### src/rtl/fwd_pkg.sv
package fwd_pkg;
  localparam int IDX_W  = 5;
  localparam int DATA_W = 32;

  typedef enum logic [1:0] {
    FW_RF  = 2'd0,
    FW_WB  = 2'd1,
    FW_MEM = 2'd2
  } fwd_sel_e;
endpackage

### src/rtl/fwd_src_match.sv
module fwd_src_match
  import fwd_pkg::*;
#(
  parameter int IW = IDX_W
) (
  input  logic [IW-1:0] src_idx,
  input  logic [IW-1:0] mem_dst_idx,
  input  logic          mem_wr_en,
  input  logic [IW-1:0] wb_dst_idx,
  input  logic          wb_wr_en,
  output fwd_sel_e      sel
);
  logic src_live;
  logic mem_hit;
  logic wb_hit;

  always_comb begin
    src_live = (src_idx != '0);
    mem_hit  = mem_wr_en && (mem_dst_idx == src_idx) && src_live;
    wb_hit   = wb_wr_en  && (wb_dst_idx  == src_idx) && src_live;
    if (mem_hit)     sel = FW_MEM;
    else if (wb_hit) sel = FW_WB;
    else             sel = FW_RF;
  end

  always_comb begin
    if (src_idx == '0)
      AST_ZERO_NO_FWD: assert (sel == FW_RF) else $error("register zero forwarded");
    if (!mem_wr_en && !wb_wr_en)
      AST_IDLE_NO_FWD: assert (sel == FW_RF) else $error("forward with no writer");
    if (mem_wr_en && wb_wr_en && mem_dst_idx == wb_dst_idx && mem_dst_idx == src_idx && src_idx != '0)
      AST_NEWEST_WINS: assert (sel == FW_MEM) else $error("older result won");
  end
endmodule

### src/rtl/fwd_operand_mux.sv
module fwd_operand_mux
  import fwd_pkg::*;
#(
  parameter int DW = DATA_W
) (
  input  fwd_sel_e        sel,
  input  logic [DW-1:0]   rf_data,
  input  logic [DW-1:0]   wb_data,
  input  logic [DW-1:0]   mem_data,
  output logic [DW-1:0]   out_data
);
  localparam int NSRC = 3;
  logic [DW-1:0] cand [NSRC];

  always_comb begin
    cand[0] = rf_data;
    cand[1] = wb_data;
    cand[2] = mem_data;
    if (int'(sel) < NSRC) out_data = cand[int'(sel)];
    else                  out_data = rf_data;
  end

  always_comb begin
    if (sel == FW_MEM)
      AST_MUX_MEM_PICK: assert (out_data == mem_data) else $error("mem pick wrong");
    if (sel == FW_WB)
      AST_MUX_WB_PICK: assert (out_data == wb_data) else $error("wb pick wrong");
  end
endmodule

### src/rtl/fwd_store_path.sv
module fwd_store_path
  import fwd_pkg::*;
#(
  parameter int IW = IDX_W,
  parameter int DW = DATA_W
) (
  input  logic [IW-1:0] st_rt_idx,
  input  logic          is_store,
  input  logic [DW-1:0] st_data,
  input  logic [IW-1:0] wb_dst_idx,
  input  logic          wb_wr_en,
  input  logic          wb_from_mem,
  input  logic [DW-1:0] wb_result,
  output logic          sel,
  output logic [DW-1:0] out_data
);
  always_comb begin
    sel = wb_wr_en && wb_from_mem && is_store &&
          (wb_dst_idx == st_rt_idx) && (wb_dst_idx != '0);
    out_data = sel ? wb_result : st_data;
  end

  always_comb begin
    if (sel)
      AST_STORE_NEEDS_LOAD: assert (wb_from_mem && is_store) else $error("store bypass without load");
    if (!sel)
      AST_STORE_KEEPS_DATA: assert (out_data == st_data) else $error("store data replaced");
  end
endmodule

### src/rtl/fwd_bypass_unit.sv
module fwd_bypass_unit
  import fwd_pkg::*;
#(
  parameter int IW = IDX_W,
  parameter int DW = DATA_W
) (
  input  logic [IW-1:0] ex_rs_idx,
  input  logic [IW-1:0] ex_rt_idx,
  input  logic [DW-1:0] ex_rs_data,
  input  logic [DW-1:0] ex_rt_data,
  input  logic [IW-1:0] mem_dst_idx,
  input  logic          mem_wr_en,
  input  logic [DW-1:0] mem_alu_res,
  input  logic          mem_is_store,
  input  logic [IW-1:0] mem_st_rt_idx,
  input  logic [DW-1:0] mem_st_data,
  input  logic [IW-1:0] wb_dst_idx,
  input  logic          wb_wr_en,
  input  logic          wb_from_mem,
  input  logic [DW-1:0] wb_result,
  output logic [1:0]    op_a_sel,
  output logic [1:0]    op_b_sel,
  output logic [DW-1:0] op_a_val,
  output logic [DW-1:0] op_b_val,
  output logic          st_sel,
  output logic [DW-1:0] st_val
);
  localparam int NOPS = 2;

  logic [IW-1:0] src_idx [NOPS];
  logic [DW-1:0] rf_data [NOPS];
  logic [DW-1:0] fwd_val [NOPS];
  fwd_sel_e      sel     [NOPS];

  assign src_idx[0] = ex_rs_idx;
  assign src_idx[1] = ex_rt_idx;
  assign rf_data[0] = ex_rs_data;
  assign rf_data[1] = ex_rt_data;

  for (genvar g = 0; g < NOPS; g++) begin : g_opnd
    fwd_src_match #(.IW(IW)) u_match (
      .src_idx     (src_idx[g]),
      .mem_dst_idx (mem_dst_idx),
      .mem_wr_en   (mem_wr_en),
      .wb_dst_idx  (wb_dst_idx),
      .wb_wr_en    (wb_wr_en),
      .sel         (sel[g])
    );
    fwd_operand_mux #(.DW(DW)) u_mux (
      .sel      (sel[g]),
      .rf_data  (rf_data[g]),
      .wb_data  (wb_result),
      .mem_data (mem_alu_res),
      .out_data (fwd_val[g])
    );
  end

  fwd_store_path #(.IW(IW), .DW(DW)) u_store (
    .st_rt_idx   (mem_st_rt_idx),
    .is_store    (mem_is_store),
    .st_data     (mem_st_data),
    .wb_dst_idx  (wb_dst_idx),
    .wb_wr_en    (wb_wr_en),
    .wb_from_mem (wb_from_mem),
    .wb_result   (wb_result),
    .sel         (st_sel),
    .out_data    (st_val)
  );

  assign op_a_sel = sel[0];
  assign op_b_sel = sel[1];
  assign op_a_val = fwd_val[0];
  assign op_b_val = fwd_val[1];

  always_comb begin
    AST_SEL_IN_RANGE: assert (op_a_sel != 2'd3 && op_b_sel != 2'd3) else $error("select out of range");
  end
endmodule

### config.mk
export PLATFORM = sky130hd
export DESIGN_NAME = fwd_bypass_unit
export DESIGN_NICKNAME = d
export VERILOG_FILES = /design/src/rtl/fwd_pkg.sv /design/src/rtl/fwd_src_match.sv /design/src/rtl/fwd_operand_mux.sv /design/src/rtl/fwd_store_path.sv /design/src/rtl/fwd_bypass_unit.sv
export SDC_FILE = /design/constraint.sdc
export NUM_CORES = 1
export LEC_CHECK = 0
export CAP_MARGIN = 20
export CORE_AREA = 2 2 114 116
export DETAILED_ROUTE_END_ITERATION = 7
export DIE_AREA = 0 0 116 118
export GPL_TIMING_DRIVEN = 0
export PLACE_DENSITY_LB_ADDON = 0.05
export SLEW_MARGIN = 10
export SYNTH_ARGS = -nofsm -noshare
export SYNTH_HDL_FRONTEND = slang
export SYNTH_SLANG_ARGS = --single-unit
### constraint.sdc
create_clock -name vclk -period 2.8
set_input_delay 0.56 -clock vclk [all_inputs]
set_output_delay 0.56 -clock vclk [all_outputs]
set_load 0.01 [all_outputs]
# After elaboration in Yosys (flattened, before gate mapping)

Index checks and enable logic that the tools add are counted.
Widths: inputs -> output; s select.

Register bits: 0
Input bits: 189

Order comparisons: 4
Eq/ne operators: 5
Muxes and demuxes: 13
Bitwise logic cells: 2
Reductions and logical operators: 15

Operators with widths:

| operator            | number |
|---|---|
| $mux 32             | 7 |
| $bmux 32 s2         | 2 |
| $ge 32x3->1 const B | 2 |
| $not 2->32          | 2 |
| $eq 5x5->1          | 5 |
| $reduce_bool 5->1   | 3 |
| $logic_and 1x1->1   | 12 |
| $lt 2x2->1 const B  | 2 |
| $mux 2              | 2 |
| $mux 1              | 2 |

# Longest topological paths before layout

Gate-level depths: netlist (run 1).

Depth after elaboration: 10
Depth in mapped cells: 6
Gate-level depth less buffers: 5

# Modules after synthesis

A second synthesis (run 1) with hierarchy kept.

Cells, all modules: 303
Area total of the unflattened synthesis: 3,123.0 µm²

By module, submodules not included:

| module          | times used | cells an instance | area an instance (µm²) | sequential area each (µm²) |
|---|---|---|---|---|
| fwd_operand_mux | 2          | 109               | 1,107.3                | 0.0 |
| fwd_store_path  | 1          | 47                | 615.6                  | 0.0 |
| fwd_src_match   | 2          | 19                | 146.4                  | 0.0 |

# Worst setup path before layout (run 1)

OpenSTA, ideal clock, no wires.

Path kind: input to output
Start: input ex_rs_idx[1]
End: output op_a_val[12]
Data arrival time: 1.865 ns
Data required time: 2.240 ns
Setup slack: 0.375 ns
Stages on the path: 5
Cell sequence: or4_4 -> o211ai_2 -> buf_2 -> o21ai_1 -> a31oi_1

Word-level cells in the longest chain between the ends: 10
Elaborated cells between the ends (all ways): 15
Classes of those cells: order compare: 1; eq/ne: 2; mux: 6; bitwise: 1; reduce/logical: 5

RTL lines:

| item                                       | RTL line              | text |
|---|---|---|
| start, declared                            | fwd_bypass_unit.sv:7  | `input logic [IW-1:0] ex_rs_idx,` |
| $eq 5x5->1                                 | fwd_src_match.sv:20   | `wb_hit = wb_wr_en && (wb_dst_idx == src_idx) && src_live;` |
| $logic_and 1x1->1 (2 in a row)             | fwd_src_match.sv:20   |  |
| $mux 1                                     | fwd_src_match.sv:22   | `else if (wb_hit) sel = FW_WB;` |
| $mux 2 *                                   | fwd_src_match.sv:21   | `if (mem_hit) sel = FW_MEM;` |
| $not 2->32 (not written as such)           | fwd_operand_mux.sv:19 | `if (int'(sel) < NSRC) out_data = cand[int'(sel)];` |
| $bmux 32 s2                                | fwd_operand_mux.sv:19 |  |
| $mux 32 (not written as such) (2 in a row) | fwd_operand_mux.sv:19 |  |
| $mux 32 *                                  | fwd_operand_mux.sv:19 |  |
| end, declared                              | fwd_bypass_unit.sv:23 | `output logic [DW-1:0] op_a_val,` |

Mark *: on every way between the ends. The rest lies on a longest branch, timed or not. The select of a mux whose other input is x is not followed.

# Worst setup path after layout (run 1)

Start: input ex_rt_idx[2]
End: output op_b_val[10]

Word-level cells in the longest chain between the ends: 10
Elaborated cells between the ends (all ways): 15
Classes of those cells: order compare: 1; eq/ne: 2; mux: 6; bitwise: 1; reduce/logical: 5

RTL lines:

| item                                       | RTL line              | text |
|---|---|---|
| start, declared                            | fwd_bypass_unit.sv:8  | `input logic [IW-1:0] ex_rt_idx,` |
| $eq 5x5->1                                 | fwd_src_match.sv:20   |  |
| $logic_and 1x1->1 (2 in a row)             | fwd_src_match.sv:20   |  |
| $mux 1                                     | fwd_src_match.sv:22   |  |
| $mux 2 *                                   | fwd_src_match.sv:21   |  |
| $not 2->32 (not written as such)           | fwd_operand_mux.sv:19 |  |
| $bmux 32 s2                                | fwd_operand_mux.sv:19 |  |
| $mux 32 (not written as such) (2 in a row) | fwd_operand_mux.sv:19 |  |
| $mux 32 *                                  | fwd_operand_mux.sv:19 |  |
| end, declared                              | fwd_bypass_unit.sv:24 | `output logic [DW-1:0] op_b_val,` |

Marked as above.

==> results of run 1 <==
-- area by class of cell --
type                            instances  area (um2)  share of cell area
Inverter                                2        7.51             0.00125
Timing Repair Buffer                  333        2960               0.491
Multi-Input combinational cell        337        2390               0.398
Tap cell                              172         215              0.0357
Buffer                                 49         449              0.0746
-- cell families after synthesis --
| family | share of synthesized area |
|---|---|
| AOI/OAI and AO/OA | 0.341 |
| muxes | 0.151 |
| xor gates and xnor gates | 0.0878 |
| and+or+nand+nor | 0.316 |
| buffers and inverters | 0.105 |
-- report_power, final --
group / switching [mW] / internal [mW]
logic: 0.428 / 0.516
registers: 0 / 0
clock network: 0 / 0
-- tightest hold or removal path: cells and delay by family --
| kind | cells | cell delay, ns |
|---|---|---|
| simple gates | 2 | 0.25 |
| buf+inv | 2 | 0.23 |
| compound gates | 1 | 0.08 |
| xor+xnor | 1 | 0.07 |
-- per-stage QoR --
step	setup WS, ns	cells	setup TNS (ns)	cell area (um2)	hold WS, ns
3_5_place_dp	-1.07	852	-94.00	5510	2.14
5_1_grt	-0.0787	893	-1.14	6020	1.80
2_1_floorplan	0.375	390	0	2390	1.25
4_1_cts	-0.0208	888	-0.173	5850	1.79
3_3_place_gp	-1.03	852	-91.43	5510	2.14
6_report	-0.00998	893	-0.0141	6020	1.76
-- routing by layer --
| layer | global-route usage | vias to the layer above | wire length, um |
|---|---|---|---|
| met5 | 0 | - | 0 |
| met4 | 0.0357 | 0 | 346 |
| met3 | 0.0309 | 28 | 1350 |
| met2 | 0.420 | 218 | 8690 |
| met1 | 0.300 | 2078 | 7010 |
| li1 | - | 2194 | - |
-- placed cells by master, fill, tap and decap left out --
cell and instances:
or2_1 2, dlygate4sd2_1 13, buf_8 12, mux2_4 4, mux2_2 28, xnor2_1 20, a211oi_1 1, buf_4 23
clkbuf_4 10, a31oi_1 63, clkbuf_16 3, o211ai_4 4, buf_6 46, o21ai_2 11, o21ai_1 21, clkdlybuf4s15_2 5
o41ai_4 1, clkdlybuf4s50_1 161, clkdlybuf4s15_1 1, nor3_2 10, and4_4 2, dlymetal6s2s_1 1, o21ai_4 1, nor3_1 54
nor2_2 1, buf_2 88, a31oi_2 1, inv_1 2, clkbuf_2 17, nand3_1 65, nand2_1 1, or4_4 2
o21ai_0 31, buf_16 2, o211a_4 2, a211o_4 1, nor3_4 2, nand4_1 5, xnor2_2 4
-- path summary, 6_finish.rpt --
path	to	slack, ns	cells past startpoint
worst min-delay path	op_a_val[31]	1.76	6
worst max-delay path	op_b_val[10]	-0.01	8
-- what timing repair did --
action                                  in CTS  in global routing
setup buffers                               27                  5
gates resized for setup                    630                 66
endpoints found under the setup margin     101                 91
pin swaps                                   47                 32
cloned                                      11                  3
==> impl_metrics.py, run 1 <==
metrics = {
    "critical_path": {
        "crit_arrival_ns": 2.25,
        "crit_required_ns": 2.24,
        "crit_path_end_kind": "output pin",
        "crit_start": "ex_rt_idx[2]",
        "cp_top_family": "simple AND/OR/NAND/NOR gates",
        "critPathMostFrequentCell": "buf_8",
        "crit_slowest_cell": "or4_4",
        "critPathMaxFanout": 5,
        "cp_num_buf_inv": 4,
        "crit_chain": "buf_8 > or4_4 > o211ai_4 > buf_6 > buf_8 > o21ai_2 > a31oi_1 > buf_2",
        "slowest_delay_ns": 0.58,
        "worst-setup-path-type": "input port to output pin",
        "start_kind": "input port",
    },
    "die": {
        "dieArea_um2": 13700,
        "initial_core_util": 0.193,
        "dieWidth_um": 116,
        "num_rows": 41,
        "core_um2": 12400,
        "pin_count": 290,
        "die_y_um": 118,
    },
    "route": {
        "avgViaCountPerCell": 5.06,
        "wl_um": 17400,
        "wl_per_cell_um": 19.5,
        "initialDrtViolationCount": 205,
        "vias": 4518,
        "drc": 0,
        "drtPass1Iterations": 4,
        "postRouteAntennaNets": 0,
    },
    "finish": {
        "n_sequential_cell": 0,
        "n_fill_cell": 1340,
        "nClkBuffers": 0,
        "nets": 912,
        "fin_util": 0.485,
        "syn_to_final_growth_pct": 152,
        "n_antenna_cell": 0,
        "regArea_um2": 0,
        "drive_above_1_share": 0.388,
    },
    "timing": {
        "drv_slew": 0,
        "setup_violations": 2,
        "finalCritPeriodShare": 1.00,
        "rsz0062_at_grt": "yes",
        "finalHoldViolCount": 0,
        "fin_ws_ns": -0.00998,
        "timing.fmax_mhz": 356,
        "maxSlewHeadroom": 0.737,
        "tightest_slew_ns": 0.395,
        "layout_min_cycle_time_ns": 2.81,
    },
    "outcome": {
        "violations": "setup timing",
        "outcome": "complete, but fails checks",
    },
    "global_routing": {
        "antenna_found_initial": 0,
        "overflow": 0,
        "grtUsageTotal": 0.234,
        "grt_pass1_wl_um": 25700,
        "grt_pass1_vias": 4660,
        "grt_max_degree": 11,
    },
    "logic_synthesis": {
        "synth_area_um2": 2390,
        "yosysMostFrequentCell": "nand3_1",
        "synth_seq_area_share": 0,
        "synth.area.top_cells": "a31oi_1 (17%), mux2_2 (15%), nand3_1 (14%), nor3_1 (13%), o21ai_0 (10%)",
        "synth_common_cells": "nand3_1 (65), a31oi_1 (64), nor3_1 (64)",
        "synth_cells": 390,
        "syn_nets": 579,
        "synth_top_area_share": 0.167,
        "yosysTopAreaCell": "a31oi_1",
        "synth.distinct_cells": 23,
        "synth.avg_cell_area_um2": 6.14,
        "synth-warning-count": 0,
    },
    "clocking": {
        "ctsHoldBuffers": 0,
    },
    "placement": {
        "routabilityCongestion": 0.835,
        "dp_hpwl_um": 12800,
        "io_buffers": 290,
    },
    "power_and_ir_drop": {
        "p_per_area_nw_per_um2": 157,
        "peakVddDrop_v": 0.0000533,
        "p_total_uw": 944,
        "power_leakage_nw": 2.30,
    },
    "flow_run": {
        "cap_violations": 0,
    },
    "hold_path": {
        "hold_class": "input port to output pin",
        "hp-start": "ex_rs_idx[4]",
    },
}
Note: power is estimated with default switching activity, not from simulation.
==> run 2: changes to the inputs <==
--- a/config.mk
+++ b/config.mk
@@ -6,12 +6,13 @@
 export NUM_CORES = 1
 export LEC_CHECK = 0
 export CAP_MARGIN = 20
-export CORE_AREA = 2 2 114 116
+export CORE_AREA = 2 2 111 113
 export DETAILED_ROUTE_END_ITERATION = 7
-export DIE_AREA = 0 0 116 118
+export DIE_AREA = 0 0 113 115
 export GPL_TIMING_DRIVEN = 0
 export PLACE_DENSITY_LB_ADDON = 0.05
 export SLEW_MARGIN = 10
 export SYNTH_ARGS = -nofsm -noshare
 export SYNTH_HDL_FRONTEND = slang
+export SYNTH_HIERARCHICAL = 1
 export SYNTH_SLANG_ARGS = --single-unit
==> run 2 against run 1 <==
The flow finishes with violations (DRC, setup timing); largest power group unchanged; first-iteration DRC count fell by 71%; via count fell by 16%; highest routed layer unchanged; combinational power shrank 18%; utilization increased by 7.6 points; area after synthesis increased by 30%; design area up 10%; setup slack worse by 0.14 ns; synthesized cell count is 22% lower; critical endpoint is now op_a_val[14]; global-route usage fell by 2.3 points; worst hold slack gained 0.021 ns; power shrank 18%.
==> impl_metrics.py, run 2 <==
metrics = {
    "timing": {
        "rsz0062_at_grt": "yes",
        "finalCritPeriodShare": 1.05,
        "fin_ws_ns": -0.149,
        "timing.fmax_mhz": 339,
        "setup_violations": 59,
        "layout_min_cycle_time_ns": 2.95,
        "setup_tns_ns": -4.40,
        "drv_slew": 0,
        "tightest_slew_ns": 0.312,
        "finalHoldViolCount": 0,
        "maxSlewHeadroom": 0.792,
    },
    "global_routing": {
        "grt_max_degree": 11,
        "antenna_found_initial": 0,
        "grt_pass1_wl_um": 22000,
        "grt_pass1_vias": 4076,
        "grtUsageTotal": 0.211,
        "overflow": 0,
    },
    "logic_synthesis": {
        "synth.distinct_cells": 24,
        "synth_seq_area_share": 0,
        "synth_top_area_share": 0.596,
        "syn_nets": 492,
        "synth_area_um2": 3120,
        "yosysTopAreaCell": "mux2i_1",
        "synth-warning-count": 6,
        "synth_common_cells": "mux2i_1 (186), mux2_4 (29), xnor2_1 (18)",
        "synth.area.top_cells": "mux2i_1 (60%), mux2_4 (14%), buf_12 (8.3%), xnor2_1 (5.0%), xor2_1 (2.2%)",
        "yosysMostFrequentCell": "mux2i_1",
        "synth_cells": 303,
        "synth.avg_cell_area_um2": 10.3,
    },
    "critical_path": {
        "start_kind": "input port",
        "crit_path_end_kind": "output pin",
        "critPathMaxFanout": 5,
        "crit_required_ns": 2.24,
        "worst-setup-path-type": "input port to output pin",
        "crit_arrival_ns": 2.39,
    },
    "power_and_ir_drop": {
        "peakVddDrop_v": 0.0000577,
        "power_leakage_nw": 2.55,
        "p_per_area_nw_per_um2": 116,
    },
    "placement": {
        "dpl_cell_area_um2": 6220,
        "routabilityCongestion": 0.766,
        "dp_cells": 740,
        "dp_hpwl_um": 11000,
        "io_buffers": 290,
    },
    "die": {
        "dieArea_um2": 13000,
        "dieWidth_um": 113,
        "initial_core_util": 0.264,
        "core_um2": 11800,
        "num_rows": 40,
        "die_y_um": 115,
        "pin_count": 290,
    },
    "flow_run": {
        "cap_violations": 0,
    },
    "finish": {
        "final_cell_mix": "mux2i_1 (182), clkdlybuf4s50_1 (162), buf_2 (79)",
        "instances_no_fill": 781,
        "n_fill_cell": 1116,
        "syn_to_final_growth_pct": 112,
        "multi_input_area_um2": 2920,
        "fin_area_um2": 6630,
        "nClkBuffers": 0,
        "final_common_cell": "mux2i_1",
        "fin_util": 0.561,
        "n_sequential_cell": 0,
        "regArea_um2": 0,
        "drive_above_1_share": 0.384,
        "nets": 824,
    },
    "outcome": {
        "violations": "DRC, setup timing",
        "outcome": "complete, but fails checks",
    },
    "hold_path": {
        "hold_class": "input port to output pin",
    },
    "route": {
        "avgViaCountPerCell": 4.83,
        "initialDrtViolationCount": 60,
        "drtPass1Iterations": 6,
        "wl_per_cell_um": 19.0,
        "drc": 34,
        "wl_um": 14900,
        "vias": 3773,
        "postRouteAntennaNets": 0,
    },
    "clocking": {
        "ctsHoldBuffers": 0,
    },
}
-- run 2: layer usage --
| layer | global-route usage | vias to the layer above | share of wire |
|---|---|---|---|
| li1 | - | 1819 | - |
| met1 | 0.235 | 1770 | 0.37 |
| met2 | 0.422 | 170 | 0.53 |
| met3 | 0.0411 | 14 | 0.087 |
| met4 | 0.0268 | 0 | 0.016 |
| met5 | 0 | - | 0 |
-- run 2: cells by family after synthesis --
family                 after synthesis  share of synthesized area
AND/OR/NAND/NOR                     22                     0.0461
XOR/XNOR                            26                     0.0729
AO/OA/AOI/OAI                        6                     0.0160
buffers and inverters               31                      0.119
multiplexers                       218                      0.746
-- run 2: path summary, 6_finish.rpt --
check                     startpoint            to  cells past startpoint  slack (ns)
worst max-delay path    ex_rs_idx[1]  op_a_val[14]                     10       -0.15
worst min-delay path  ex_rt_data[22]  op_b_val[22]                      4        1.78
-- run 2: layout make-up --
class	instances	share of cell area
Tap cell	147	0.0277
Timing Repair Buffer	335	0.467
Multi-Input combinational cell	272	0.440
Inverter	3	0.00170
Buffer	23	0.0632
Antenna cell	1	0.000377
-- run 2: repair_timing --
item,CTS,global route
setup buffers,27,7
pin swaps,23,14
gates cloned,12,2
resized for setup,515,65
endpoints found under the setup margin,101,92
-- run 2: worst max-delay path, stage by stage --
cell     delay, ns
buf_8         0.10
or4_4         0.54
nor2_4        0.10
and3b_2       0.24
buf_12        0.14
buf_12        0.14
buf_12        0.14
mux2i_1       0.11
mux2i_1       0.17
buf_2         0.16
-- run 2: report_power, final --
group          internal (mW)  switching [mW]
sequential                 0               0
clock           0.0000000478               0
combinational          0.474           0.297
total                  0.474           0.297
-- run 2: through the flow --
| stage | hold WS [ns] | total power, mW | setup slack, ns |
|---|---|---|---|
| 2_1_floorplan | 1.23 | 0.275 | 0.0593 |
| 3_3_place_gp | 2.13 | 0.788 | -1.09 |
| 5_1_grt | 1.82 | 0.824 | -0.249 |
| 6_report | 1.78 | 0.771 | -0.149 |
| 4_1_cts | 1.78 | 0.774 | -0.197 |
| 3_5_place_dp | 2.11 | 0.799 | -1.10 |
==> run 3: changes to the inputs <==
--- a/config.mk
+++ b/config.mk
@@ -6,13 +6,12 @@
 export NUM_CORES = 1
 export LEC_CHECK = 0
 export CAP_MARGIN = 20
-export CORE_AREA = 2 2 111 113
+export CORE_AREA = 2 2 114 116
 export DETAILED_ROUTE_END_ITERATION = 7
-export DIE_AREA = 0 0 113 115
+export DIE_AREA = 0 0 116 118
 export GPL_TIMING_DRIVEN = 0
 export PLACE_DENSITY_LB_ADDON = 0.05
 export SLEW_MARGIN = 10
 export SYNTH_ARGS = -nofsm -noshare
 export SYNTH_HDL_FRONTEND = slang
-export SYNTH_HIERARCHICAL = 1
 export SYNTH_SLANG_ARGS = --single-unit
==> results of run 3 <==
Same layout as run 1: the final DEF is identical, and so are final timing and power.
